`config.mk`:
```
export PLATFORM = sky130hd
export DESIGN_NAME = corr_bpred
export DESIGN_NICKNAME = d
export VERILOG_FILES = /design/src/rtl/cbp_pkg.sv /design/src/rtl/cbp_history.sv /design/src/rtl/cbp_index.sv /design/src/rtl/cbp_sat_step.sv /design/src/rtl/cbp_ctr_table.sv /design/src/rtl/corr_bpred.sv
export SDC_FILE = /design/constraint.sdc
export NUM_CORES = 1
export LEC_CHECK = 0
export BUFFER_PORTS_ARGS = -buffer_cell sky130_fd_sc_hd__buf_2
export CAP_MARGIN = 5
export CORE_ASPECT_RATIO = 1.25
export CORE_UTILIZATION = 63
export DETAILED_ROUTE_END_ITERATION = 16
export GPL_TIMING_DRIVEN = 0
export PLACE_DENSITY_LB_ADDON = 0.2
export SLEW_MARGIN = 40
export SYNTH_ARGS = -nofsm -noshare
export SYNTH_HDL_FRONTEND = slang
export SYNTH_SLANG_ARGS = --single-unit
export TNS_END_PERCENT = 50
```
`constraint.sdc`:
```
create_clock -name clk -period 3.7 [get_ports clk]
set_input_delay 0.74 -clock clk [delete_from_list [all_inputs] [get_ports clk]]
set_output_delay 0.74 -clock clk [all_outputs]
set_load 0.05 [all_outputs]
```
`src/rtl/cbp_pkg.sv`:
```
package cbp_pkg;

  typedef enum logic {
    DIR_NOT = 1'b0,
    DIR_TKN = 1'b1
  } dir_e;

  function automatic dir_e dir_from_bit(input logic b);
    return b ? DIR_TKN : DIR_NOT;
  endfunction

endpackage

```
`src/rtl/cbp_history.sv`:
```
module cbp_history
  import cbp_pkg::*;
#(
  parameter int HIST_W = 2
) (
  input  logic              clk,
  input  logic              rst,
  input  logic              shift_en,
  input  dir_e              shift_dir,
  output logic [HIST_W-1:0] hist
);

  logic [HIST_W-1:0] hist_q;
  logic [HIST_W-1:0] hist_nxt;

  generate
    if (HIST_W == 1) begin : g_single
      assign hist_nxt = shift_dir;
    end else begin : g_multi
      assign hist_nxt = {hist_q[HIST_W-2:0], shift_dir};
    end
  endgenerate

  always_ff @(posedge clk) begin
    if (rst) begin
      hist_q <= '0;
    end else if (shift_en) begin
      hist_q <= hist_nxt;
    end
  end

  assign hist = hist_q;

  a_r1_hist_cleared: assert property (@(posedge clk) rst |=> hist == '0);

  a_r2_newest_bit: assert property (@(posedge clk) disable iff (rst)
    shift_en |=> hist[0] == $past(shift_dir));

  a_r2_hold_idle: assert property (@(posedge clk) disable iff (rst)
    !shift_en |=> $stable(hist));

  generate
    if (HIST_W > 1) begin : g_age_chk
      a_r2_older_bits: assert property (@(posedge clk) disable iff (rst)
        shift_en |=> hist[HIST_W-1:1] == $past(hist[HIST_W-2:0]));
    end
  endgenerate

endmodule

```
`src/rtl/cbp_index.sv`:
```
module cbp_index #(
  parameter int PC_W   = 4,
  parameter int HIST_W = 2,
  localparam int IDX_W = PC_W + HIST_W
) (
  input  logic [PC_W-1:0]   pc,
  input  logic [HIST_W-1:0] hist,
  output logic [IDX_W-1:0]  idx
);

  assign idx = {pc, hist};

endmodule

```
`src/rtl/cbp_sat_step.sv`:
```
module cbp_sat_step
  import cbp_pkg::*;
#(
  parameter int W = 2
) (
  input  logic [W-1:0] cur,
  input  dir_e         dir,
  output logic [W-1:0] nxt
);

  localparam logic [W-1:0] TOP = '1;
  localparam logic [W-1:0] BOT = '0;

  always_comb begin
    nxt = cur;
    if (dir == DIR_TKN) begin
      if (cur != TOP) nxt = cur + 1'b1;
    end else begin
      if (cur != BOT) nxt = cur - 1'b1;
    end
  end

endmodule

```
`src/rtl/cbp_ctr_table.sv`:
```
module cbp_ctr_table
  import cbp_pkg::*;
#(
  parameter int IDX_W = 6,
  parameter int CTR_W = 2,
  localparam int DEPTH = 1 << IDX_W
) (
  input  logic             clk,
  input  logic             rst,
  input  logic [IDX_W-1:0] rd_idx,
  output logic [CTR_W-1:0] rd_val,
  input  logic             wr_en,
  input  logic [IDX_W-1:0] wr_idx,
  input  dir_e             wr_dir
);

  localparam logic [CTR_W-1:0] TOP = '1;

  logic [CTR_W-1:0] ctr_q [DEPTH];
  logic [CTR_W-1:0] wr_old;
  logic [CTR_W-1:0] wr_new;

  assign rd_val = ctr_q[rd_idx];
  assign wr_old = ctr_q[wr_idx];

  cbp_sat_step #(.W(CTR_W)) step_i (
    .cur (wr_old),
    .dir (wr_dir),
    .nxt (wr_new)
  );

  always_ff @(posedge clk) begin
    if (rst) begin
      for (int i = 0; i < DEPTH; i++) ctr_q[i] <= '0;
    end else if (wr_en) begin
      ctr_q[wr_idx] <= wr_new;
    end
  end

  a_r5_no_overflow: assert property (@(posedge clk) disable iff (rst)
    wr_en && wr_dir == DIR_TKN && wr_old == TOP |=> ctr_q[$past(wr_idx)] == TOP);

  a_r6_no_underflow: assert property (@(posedge clk) disable iff (rst)
    wr_en && wr_dir == DIR_NOT && wr_old == '0 |=> ctr_q[$past(wr_idx)] == '0);

  a_r7_single_step: assert property (@(posedge clk) disable iff (rst)
    wr_en |=> (ctr_q[$past(wr_idx)] == $past(wr_old)) ||
              (ctr_q[$past(wr_idx)] == $past(wr_old) + 1'b1) ||
              (ctr_q[$past(wr_idx)] == $past(wr_old) - 1'b1));

endmodule

```
`src/rtl/corr_bpred.sv`:
```
module corr_bpred
  import cbp_pkg::*;
#(
  parameter int HIST_W = 2,
  parameter int CTR_W  = 2,
  parameter int PC_W   = 4
) (
  input  logic              clk,
  input  logic              rst,
  input  logic              lk_valid,
  input  logic [PC_W-1:0]   lk_pc,
  output logic              lk_taken,
  output logic [HIST_W-1:0] lk_hist,
  input  logic              rs_valid,
  input  logic [PC_W-1:0]   rs_pc,
  input  logic [HIST_W-1:0] rs_hist,
  input  logic              rs_taken
);

  localparam int IDX_W = PC_W + HIST_W;

  logic [HIST_W-1:0] ghist;
  logic [IDX_W-1:0]  lk_idx;
  logic [IDX_W-1:0]  rs_idx;
  logic [CTR_W-1:0]  lk_ctr;
  dir_e              rs_dir;
  dir_e              lk_dir;

  assign rs_dir = dir_from_bit(rs_taken);

  cbp_history #(.HIST_W(HIST_W)) hist_i (
    .clk       (clk),
    .rst       (rst),
    .shift_en  (rs_valid),
    .shift_dir (rs_dir),
    .hist      (ghist)
  );

  cbp_index #(.PC_W(PC_W), .HIST_W(HIST_W)) lk_idx_i (
    .pc   (lk_pc),
    .hist (ghist),
    .idx  (lk_idx)
  );

  cbp_index #(.PC_W(PC_W), .HIST_W(HIST_W)) rs_idx_i (
    .pc   (rs_pc),
    .hist (rs_hist),
    .idx  (rs_idx)
  );

  cbp_ctr_table #(.IDX_W(IDX_W), .CTR_W(CTR_W)) tbl_i (
    .clk    (clk),
    .rst    (rst),
    .rd_idx (lk_idx),
    .rd_val (lk_ctr),
    .wr_en  (rs_valid),
    .wr_idx (rs_idx),
    .wr_dir (rs_dir)
  );

  assign lk_dir   = dir_from_bit(lk_ctr[CTR_W-1]);
  assign lk_taken = lk_valid && (lk_dir == DIR_TKN);
  assign lk_hist  = ghist;

  a_r10_quiet_idle: assert property (@(posedge clk) disable iff (rst)
    !lk_valid |-> !lk_taken);

  a_r10_lookup_no_state: assert property (@(posedge clk) disable iff (rst)
    !rs_valid |=> $stable(lk_hist));

endmodule

```
==> impl_metrics.yaml <==
worst_setup_path:
  r2r-start: "tbl_i.ctr_q[55][0]$_SDFFCE_PN0P_"
  end_kind: "output port"
  crit_type: "flip-flop to output port"
  start_kind: "flip-flop"
  cp_slowest_stage_delay_ns: 0.54
  worstPathRequired_ns: 2.96
  worst-path-max-fanout: 10
  path_cells: "buf_12, buf_12, mux4_2, mux4_2, mux4_2, and2_1, buf_4"
  crit_path_frequent_cell: "mux4_2"
  crit_arrival_ns: 2.90
  startpoint: "hist_i.hist[0]$_SDFFE_PP0P_"
  crit_slowest_cell: "mux4_2"
routing:
  num_vias: 5816
  via_per_inst: 7.28
  ant_nets: 0
  drtIter0Drc: 785
  drc: 0
  wire_per_inst_um: 29.2
  first_pass_iters: 6
  wl_um: 23300
pwr:
  power_switching_mw: 1.03
  leakagePower_nw: 2.92
  seqPwrFrac_pct: 41.5
  swShare_pct: 25.3
  share_comb_of_total_power_pct: 13.2
  power_density_mw_per_mm2: 486
  intPower_mw: 3.05
  irDropWorstVdd_mv: 0.375
  p_clk_share_pct: 45.3
cts:
  clk_transition_reported_paths_ns: 0.06
  cts-hold-fix-buffers: 0
  cts_buffers: 17
  htreeDepth: 4
  clockBufferDepth: 2
  clkLatencyLatePin_ns: 0.43
  cts_tree: "yes"
  root_buffer: "clkbuf_16"
  numClockSinks: 130
global_routing:
  grt_overflow: 0
  use_met1_pct: 51.9
  busiest_layer: "met2"
  grt_max_degree: 17
  antenna_found_initial: 0
  grtUsageMet2_pct: 63.8
  grt_first_pass_wirelength_um: 34300
  grt_pass1_vias: 5584
  use_met3_pct: 9.61
  grt_use_total_pct: 40.7
min_path:
  hp-class: "input pin to flip-flop"
  holdCritStartpoint: "rs_taken"
timing:
  drv_slew: 0
  setup_viol: 0
  fin_crit_sh_pct: 98.5
  rsz0062_at_grt: "no"
  fmax_mhz: 275
  tightest_slew_ns: 0.946
  fin_skew_ns: 0.00925
  period_needed_ns: 3.64
  holdWs_ns: 0.588
  slew_headroom_pct: 36.7
  hold_viol: 0
layout:
  utilization_pct: 74.7
  diodes: 0
  areaGrowthSynthToFinish_pct: 13.5
  fin_cells: 799
  drive_gt1_share_pct: 26.7
  final_nets: 666
floorplanning:
  die_h_um: 123
  num_rows: 43
  ios: 18
  initial_utilization_pct: 65.9
  coreArea_mm2: 0.0112
  die_area_mm2: 0.0122
  die_x_um: 99.0
logic_synthesis:
  ys_seq_area_share_pct: 52.4
  syn_inst: 613
  synthArstFlopShare_pct: 0
  ys.flop_type: "edfxtp_1"
  syn_nets: 628
  syn_area_mm2: 0.00741
  synth.distinct_cells: 57
  avgSynthCellArea_um2: 12.1
  synth_edf_count: 128
  yosys_register_bits: 130
  yosysWarnings: 0
placed_design:
  gp_congestion: 0.994
  dpl.hpwl_um: 15900
  dp.cells: 765
  portBuffers: 15
job:
  maxCapViolations: 0
status:
  outcome: "finished, final reports clean"
==> path summary, 6_finish.rpt <==
kind | slack [ns] | depth (start not counted) | endpoint
setup / recovery | 0.06 | 7 | lk_taken
hold / removal | 0.59 | 3 | hist_i.hist[0]$_SDFFE_PP0P_
setup reg to reg | 0.91 | 8 | tbl_i.ctr_q[36][1]$_SDFFCE_PN0P_
hold reg to reg | 0.79 | 4 | hist_i.hist[0]$_SDFFE_PP0P_
==> synthesized netlist by cell type (3+ instances only) <==
master    number  share of area [%]
mux4_2        32                9.7
a221o_1        3               0.41
buf_4          6               0.61
o21ai_0        6               0.41
and3_1         7               0.59
nor3_2        40                5.4
and2_1         5               0.42
a221oi_1       6               0.71
nand3_1       10               0.68
inv_1          4               0.20
a31oi_1        5               0.42
buf_6          9                1.4
nand3b_1       3               0.30
o22ai_1        4               0.34
nor2_1        89                4.5
mux2i_1       22                3.0
nor3_1        16                1.1
o21bai_1      16                1.6
a21oi_1        3               0.20
nand2b_1      42                3.5
clkbuf_1      21                1.1
mux2_2         4               0.61
or3_1          3               0.25
buf_2         21                1.4
nor2b_1        4               0.34
nand2_1       52                2.6
edfxtp_1     128                 52
nor3b_1        5               0.51
a21o_1        11                1.1
==> layout by cell type, fill, tap and decap left out, drive strengths merged, types with 5 or more instances in the layout <==
master / instances
and2: 5
a21o: 11
edfxtp: 128
clkinv: 7
nand2b: 42
inv: 5
nand2: 52
buf: 58
nor3: 56
a31oi: 5
o21ai: 7
clkbuf: 39
mux2i: 22
and3: 7
nor3b: 5
nor2: 89
bufinv: 5
nand3: 10
mux4: 32
o21bai: 16
a221oi: 6
==> critical path, delay by kind of cell, from the launching register on <==
| kind | cells | cell delay, ns |
|---|---|---|
| flops | 1 | 0.35 |
| mux | 3 | 1.51 |
| buf+inv | 3 | 0.44 |
| simple gates | 1 | 0.17 |
==> what timing repair did <==
action	in CTS	in global routing
pin swaps	0	0
buffers inserted	2	0
setup endpoints to repair	1	1
gates resized for setup	13	2
==> layout make-up <==
| cell class | count | area [µm²] |
|---|---|---|
| repair buffers | 19 | 124 |
| clock inverters | 13 | 210 |
| inverters | 5 | 18.8 |
| plain buffers | 59 | 380 |
| well taps | 135 | 169 |
| clock buffers | 19 | 433 |
| fillers | 732 | 2840 |
| multi-input cells | 419 | 3180 |
| flip-flops and latches | 130 | 3880 |
==> kinds of logic (layout without fill, tap and decap cells) <==
kind of cell	after synthesis	after routing	share of synthesized area, %
AOI/OAI and AO/OA	73	73	7.70
adders and majority gates	2	2	0.304
buffers and inverters	64	115	4.81
DFF	130	130	52.4
muxes	58	58	13.3
and+or+nand+nor	286	286	21.4
==> registers in the layout, indices dropped and copies added, names as in the netlist <==
signal / count
tbl_i.ctr_q: 128
hist_i.hist: 2
==> power groups by stage <==
stage          logic [mW]  clock network [mW]  registers [mW]
2_1_floorplan       0.348                   0            1.71
3_3_place_gp        0.500                   0            1.72
3_5_place_dp        0.509                   0            1.72
4_1_cts             0.523                1.84            1.69
5_1_grt             0.554                1.90            1.70
6_report            0.540                1.85            1.70
==> metal layers <==
metal / share of wire [%] / vias to the layer above
met3: 12 / 123
met2: 46 / 506
li1: - / 2371
met1: 35 / 2816
met4: 6.6 / 0
met5: 0 / -
==> through the flow <==
step | setup WS, ns | TNS [ns] | total power [mW] | cell area, µm²
2_1_floorplan | 0.0172 | 0 | 2.06 | 7410
3_3_place_gp | -0.291 | -7.91 | 2.22 | 7650
3_5_place_dp | -0.330 | -0.330 | 2.23 | 7690
4_1_cts | 0.0209 | 0 | 4.05 | 8400
5_1_grt | 0.00419 | 0 | 4.15 | 8400
6_report | 0.0573 | 0 | 4.09 | 8400
No activity file was read; power rests on OpenSTA's default activity.
